<file path="config.mk">
export PLATFORM = sky130hd
export DESIGN_NAME = ttx_bit_seq
export DESIGN_NICKNAME = d
export VERILOG_FILES = /design/src/rtl/ttx_bit_seq.sv
export SDC_FILE = /design/constraint.sdc
export NUM_CORES = 1
export LEC_CHECK = 0
export BUFFER_PORTS_ARGS = -buffer_cell sky130_fd_sc_hd__buf_2
export CAP_MARGIN = 20
export CELL_PAD_IN_SITES_DETAIL_PLACEMENT = 1
export CELL_PAD_IN_SITES_GLOBAL_PLACEMENT = 1
export CORE_AREA = 2 2 105 107
export DETAILED_ROUTE_END_ITERATION = 10
export DIE_AREA = 0 0 107 109
export PLACE_DENSITY_LB_ADDON = 0.12
export SLEW_MARGIN = 20
export SYNTH_ARGS = -nofsm -noshare
export SYNTH_HDL_FRONTEND = slang
export SYNTH_SLANG_ARGS = --single-unit
</file>
<file path="constraint.sdc">
create_clock -name clk -period 2.9 [get_ports clk]
set_clock_uncertainty 0.1 [all_clocks]
set_input_delay 0.29 -clock clk [delete_from_list [all_inputs] [get_ports clk]]
set_output_delay 0.29 -clock clk [all_outputs]
set_load 0.01 [all_outputs]
</file>
<file path="src/rtl/ttx_bit_seq.sv">
module ttx_bit_seq #(
  parameter int POS_W        = 10,
  parameter int DLY_W        = 4,
  parameter int IDX_W        = 9,
  parameter int SYNC_TO_DATA = 275,
  parameter int PROC_LAT     = 8,
  parameter int LINE_BITS    = 360,
  parameter int GRP_BITS     = 37
) (
  input  logic             clk,
  input  logic             rst_n,
  input  logic             hsync_i,
  input  logic             ttx_en_i,
  input  logic [DLY_W-1:0] dly_i,
  input  logic [POS_W-1:0] req_rise_i,
  input  logic [POS_W-1:0] req_fall_i,
  input  logic             ttx_i,
  output logic             req_o,
  output logic             smp_o,
  output logic             bit_o,
  output logic [IDX_W-1:0] idx_o,
  output logic             win_o
);
  localparam int BASE = SYNC_TO_DATA - PROC_LAT;

  logic             run, line_en, done, bit_q;
  logic [POS_W-1:0] pos, rise_q, fall_q, start;
  logic [DLY_W-1:0] dly_q;
  logic [IDX_W-1:0] idx;
  logic [5:0]       grp;
  logic [1:0]       ph, last_ph;
  logic             short_bit;

  assign start     = POS_W'(BASE) + POS_W'(dly_q);
  assign short_bit = (grp == 6'd9) || (grp == 6'd18) || (grp == 6'd27) || (grp == 6'd36);
  assign last_ph   = short_bit ? 2'd2 : 2'd3;
  assign win_o     = run && line_en && !done && (pos >= start);
  assign smp_o     = win_o && (ph == 2'd1);
  assign req_o     = run && line_en && !done && (pos >= rise_q) && (pos < fall_q);
  assign idx_o     = idx;
  assign bit_o     = bit_q;

  always_ff @(posedge clk) begin
    if (!rst_n) begin
      run <= 1'b0; line_en <= 1'b0; done <= 1'b0; bit_q <= 1'b0;
      pos <= '0; rise_q <= '0; fall_q <= '0; dly_q <= '0;
      idx <= '0; grp <= '0; ph <= '0;
    end else if (hsync_i) begin
      run <= 1'b1; line_en <= ttx_en_i; done <= 1'b0;
      pos <= '0; rise_q <= req_rise_i; fall_q <= req_fall_i; dly_q <= dly_i;
      idx <= '0; grp <= '0; ph <= '0;
    end else begin
      if (run && pos != '1) pos <= pos + POS_W'(1);
      if (win_o) begin
        if (smp_o) bit_q <= ttx_i;
        if (ph == last_ph) begin
          ph <= '0;
          if (idx == IDX_W'(LINE_BITS-1)) done <= 1'b1;
          else begin
            idx <= idx + IDX_W'(1);
            grp <= (grp == 6'(GRP_BITS-1)) ? 6'd0 : grp + 6'd1;
          end
        end else ph <= ph + 2'd1;
      end
    end
  end

  AST_IDX_BOUND: assert property (@(posedge clk) disable iff (!rst_n)
    idx_o < IDX_W'(LINE_BITS));
  AST_IDX_STEP: assert property (@(posedge clk) disable iff (!rst_n)
    $past(win_o) && !$past(hsync_i) |-> (idx_o == $past(idx_o)) || (idx_o == $past(idx_o) + IDX_W'(1)));
  AST_NO_DOUBLE_STROBE: assert property (@(posedge clk) disable iff (!rst_n)
    smp_o && !hsync_i |=> !smp_o);
  AST_DISABLED_QUIET: assert property (@(posedge clk) disable iff (!rst_n)
    hsync_i && !ttx_en_i |=> !req_o && !win_o);
  AST_DONE_QUIET: assert property (@(posedge clk) disable iff (!rst_n)
    done && !hsync_i |=> !win_o && !req_o && !smp_o);
  AST_WIN_OPEN_POS: assert property (@(posedge clk) disable iff (!rst_n)
    $rose(win_o) && !$past(hsync_i) |-> idx_o == '0);
endmodule

</file>
Yosys cells after proc, flatten, opt, wreduce, memory -nomap -nowiden --
Cells that the tools add are included.
Word-level totals: input port bits 29, flip-flop bits (word level) 55, output and inout port bits 13, logic and storage cells 48
Cells by class: mux-type cells 3, add/sub/neg operators 5, magnitude comparators 3, reductions and logical operators 15, bitwise operators 3, equal/unequal tests 8
Operator list (count):
- 10-bit greater-or-equal comparator | 2
- 6-bit by 5-bit == test with 1-bit output, second input constant | 2
- 10-bit by 1-bit adder with 10-bit output, second input constant | 1
- 9-bit by 4-bit adder with 10-bit output, first input constant | 1
- 10-bit less-than comparator | 1
- 10-bit != test, second input constant | 1
- 9-bit by 1-bit adder with 9-bit output, second input constant | 1
- 9-bit == test, second input constant | 1
- 3-bit AND reduction | 3
- 1-bit logical AND | 7
- 6-bit by 1-bit adder with 6-bit output, second input constant | 1
- 6-bit by 4-bit == test with 1-bit output, second input constant | 1
- 6-bit == test, second input constant | 1
- 6-bit two-way mux | 1
- 1-bit logical OR | 3
- 1-bit NOT | 3
- 2-bit by 1-bit adder with 2-bit output, second input constant | 1
- 2-bit by 1-bit == test with 1-bit output, second input constant | 1
- 2-bit == test | 1
- 2-bit two-way mux | 1
- 2-bit OR reduction | 1
- 1-bit logical NOT | 1
- 1-bit two-way mux | 1

Logic depth before layout (Yosys ltp) --
depth after elaboration 7, gate-level depth with buffers 11, depth with buffers taken out 10

Worst setup path before layout --
Ideal clock, no wire load.
kind register -> register, start reg dly_q[0], end reg grp[1], period minus slack after synthesis 2303 ps, buffers on the path 1, required time 2672 ps, slack 597 ps, setup time 128 ps, cell stages (with the launch flop) 11, data arrival time 2075 ps, cell sequence dfxtp_1 > o21ai_0 > xnor2_1 > ha_1 > a21o_1 > a211oi_1 > o21ai_2 > nand3_1 > buf_2 > mux2i_1 > nor2_1
On the way: longest elaborated chain between the ends 4
RTL lines:
- start: declaration | line 28 | logic [DLY_W-1:0] dly_q;
- start signal: assignment | line 46 | pos <= '0; rise_q <= '0; fall_q <= '0; dly_q <= '0;
- start signal: assignment | line 50 | pos <= '0; rise_q <= req_rise_i; fall_q <= req_fall_i; dly_q <= dly_i;
- 9-bit by 4-bit adder with 10-bit output | line 34 | assign start = POS_W'(BASE) + POS_W'(dly_q);
- 10-bit greater-or-equal comparator | line 37 | assign win_o = run && line_en && !done && (pos >= start);
- 1-bit logical AND | line 37
- 3-bit AND reduction (no line)
- end signal: assignment | line 61 | grp <= (grp == 6'(GRP_BITS-1)) ? 6'd0 : grp + 6'd1;
- end: declaration | line 30 | logic [5:0] grp;
No other way between the ends. A chain may end at the register's enable or synchronous reset.

Worst setup path in the final report --
start reg dly_q[0], end out win_o
On the way: longest elaborated chain between the ends 3
RTL lines:
- 9-bit by 4-bit adder with 10-bit output | line 34
- 10-bit greater-or-equal comparator | line 37
- 1-bit logical AND | line 37
- end: declaration | line 22 | output logic win_o
No other way between the ends.

==> flow_summary.json <==
{
  "status": "finished, final reports clean",
  "p_clk_share_pct": 35.9,
  "ctsHoldBuffers": 0,
  "critical_path_class": "reg2out",
  "clkLatencyLatePin_ps": 320,
  "intPower_w": 0.001100,
  "die_h_um": 109,
  "worst_hold_path_type": "in2reg",
  "clk_pin_slew_worst_paths_ps": 110,
  "finalCritPeriodShare_pct": 94.61,
  "yosys.area.top_type_share_pct": 35.60,
  "drtIter0Drc": 49,
  "ir_worst_vdd_mv": 0.2746,
  "power_w": 0.001453,
  "synth_top_area_cell": "dfxtp_1",
  "synth_area_sq_um": 3093,
  "cp.arrival_ps": 2350,
  "regArea_sq_um": 1102,
  "clkSinkCount": 55,
  "synthFlopType": "dfxtp_1",
  "rows": 38,
  "design.core.area_sq_um": 10600,
  "first_pass_iters": 4,
  "p_sw_share_pct": 24.27,
  "die-area_sq_um": 11660,
  "grt_pass1_wl_um": 13390,
  "fin_crit_ps": 2744,
  "grt_max_degree": 31,
  "synth-async-reset-ratio_pct": 0,
  "drt-total-wl_um": 7784,
  "multi_input_area_sq_um": 1827,
  "place.gp.congestion": 0.7209,
  "drc": 0,
  "final.setup.tns_ps": 0,
  "p_leak_nw": 1.541,
  "cts_setup_buffers": 0,
  "drive_above_1_share_pct": 16.10,
  "hold_viol": 0,
  "ys.warnings.count": 0,
  "seqPwrFrac_pct": 54.6,
  "avgSynthCellArea_sq_um": 9.017,
  "clock.fmax_ghz": 0.3645,
  "slew_viol_final": 0,
  "cp_max_fo": 6,
  "initial_core_util_pct": 29.17,
  "start_kind": "register",
  "powerDensity_nw_per_um2": 407.0,
  "cts_htree_levels": 2,
  "n_fill_cell": 1240,
  "via_per_inst": 4.882,
  "end_kind": "primary output",
  "io_buffers": 41,
  "yosys_register_bits": 55,
  "synthTopCellsByCount": "dfxtp_1 (55), ha_1 (32), inv_1 (30)",
  "cts_tree": "done",
  "grt_pass1_vias": 2719,
  "n_antenna_cell": 0,
  "ys_types": 47,
  "yosysSeqAreaShare_pct": 35.60,
  "combPwrFrac_pct": 9.6,
  "cap_violations": 0,
  "finalInstanceArea_sq_um": 3570,
  "wl_per_cell_um": 14.83,
  "cts_made_buffers": 5,
  "nNetsFinal": 446,
  "clk_path_buf_depth": 2,
  "tightest_slew_ps": 578.6,
  "rsz0062_at_grt": "false",
  "vias": 2563,
  "syn_to_final_growth_pct": 15.41,
  "synth-edff-count": 0,
  "hpwl_um": 5827,
  "antenna_left": 0,
  "synthCells": 343,
  "overflow": 0,
  "grtUsageTotal_pct": 14.67,
  "netSwitchingPower_w": 0.0003525,
  "placed_area_sq_um": 3463,
  "final_util_pct": 33.67,
  "hold_ws_ps": 102.9,
  "cts_root_buf": "clkbuf_8",
  "crit_required_ps": 2510,
  "max_slew_margin_pct": 61.34,
  "yosysMostFrequentCell": "dfxtp_1",
  "synth_nets": 404,
  "fp.dieW_um": 107,
  "ys_top_cells_by_area": "dfxtp_1 (36%), ha_1 (13%), mux2i_1 (8.7%), nor2b_1 (5.5%), inv_1 (3.6%)",
  "setup_violations": 0,
  "antenna_found_initial": 0,
  "pin_count": 42
}
-- final timing paths --
path,startpoint,endpoint,slack [ps],depth (start not counted)
setup reg to reg,dly_q[0],grp[3],310,11
setup / recovery,dly_q[0],win_o,160,11
hold / removal,ttx_i,bit_o,100,3
hold reg to reg,done,done,390,1
-- cells in the final DEF (no fill, tap or decap), types with 6 or more instances in the layout --
cell type / n
buf_4: 6
a21oi_1: 19
mux2i_1: 27
buf_2: 41
xor2_1: 7
nor2b_1: 27
ha_1: 32
o21ai_0: 9
nand2_1: 18
nor2_1: 20
a211oi_1: 6
inv_1: 30
or3_1: 7
nand3_1: 13
dfxtp_1: 54
-- through the flow --
step,std cells,setup WS [ps]
after detailed placement,518,279.9
after CTS,525,82.33
after global placement,518,361.5
after global routing,525,1.704
final,525,156.3
after floorplan,343,597.1
-- sequential cells by signal, summed over array words and instances (netlist names) --
register and flops:
pos 10, dly_q 4, done 1, fall_q 10, ph 2, line_en 1, bit_o 1, rise_q 10
grp 6, run 1, idx_o 9
-- power by group through the flow --
stage / clock, W / sequential, W / combinational, W
3_5_place_dp: 0 / 0.000810 / 0.000142
6_report: 0.000521 / 0.000793 / 0.000139
2_1_floorplan: 0 / 0.000805 / 0.0000961
5_1_grt: 0.000579 / 0.000797 / 0.000162
3_3_place_gp: 0 / 0.000809 / 0.000137
4_1_cts: 0.000547 / 0.000793 / 0.000143
-- critical path: stages, from the launching register on --
cell      delay (ps)
dfxtp_1          370
inv_1             70
ha_1             220
xor2_1           150
ha_1             180
a21o_1           160
a211oi_1         270
o21ai_2          130
buf_4            180
nand2_2          130
inv_1             60
buf_2            130
-- cell type report --
| cell class | count | share of cell area (%) |
|---|---|---|
| tap | 140 | 4.907 |
| timing repair buffer | 47 | 7.010 |
| clock buffer | 6 | 2.033 |
| sequential | 55 | 30.88 |
| clock inverter | 1 | 0.8412 |
| multi-input combinational | 246 | 51.17 |
| inverter | 30 | 3.155 |
-- timing repair --
action                                  in CTS  in global routing
hold endpoints to repair                     0                  0
gates resized for setup                      1                  2
endpoints found under the setup margin       1                  2
pin swaps                                    0                  1
-- routing by layer --
metal / global-route usage (%) / share of wire [%] / up-vias
li1: - / - / 1282
met1: 17.84 / 47 / 1243
met2: 26.84 / 49 / 31
met3: 2.391 / 2.5 / 7
met4: 3.896 / 1.0 / 0
met5: 0 / 0 / -
-- logic make-up after synthesis --
logic type / after synthesis / share of synthesized area, %
DFF: 55 / 35.60
buffers and inverters: 42 / 5.421
xor gates and xnor gates: 10 / 2.832
adders and majority gates: 32 / 12.94
AOI/OAI and AO/OA: 60 / 12.58
muxes: 27 / 8.738
and+or+nand+nor: 117 / 21.88
No activity file was read; power rests on OpenSTA's default activity.
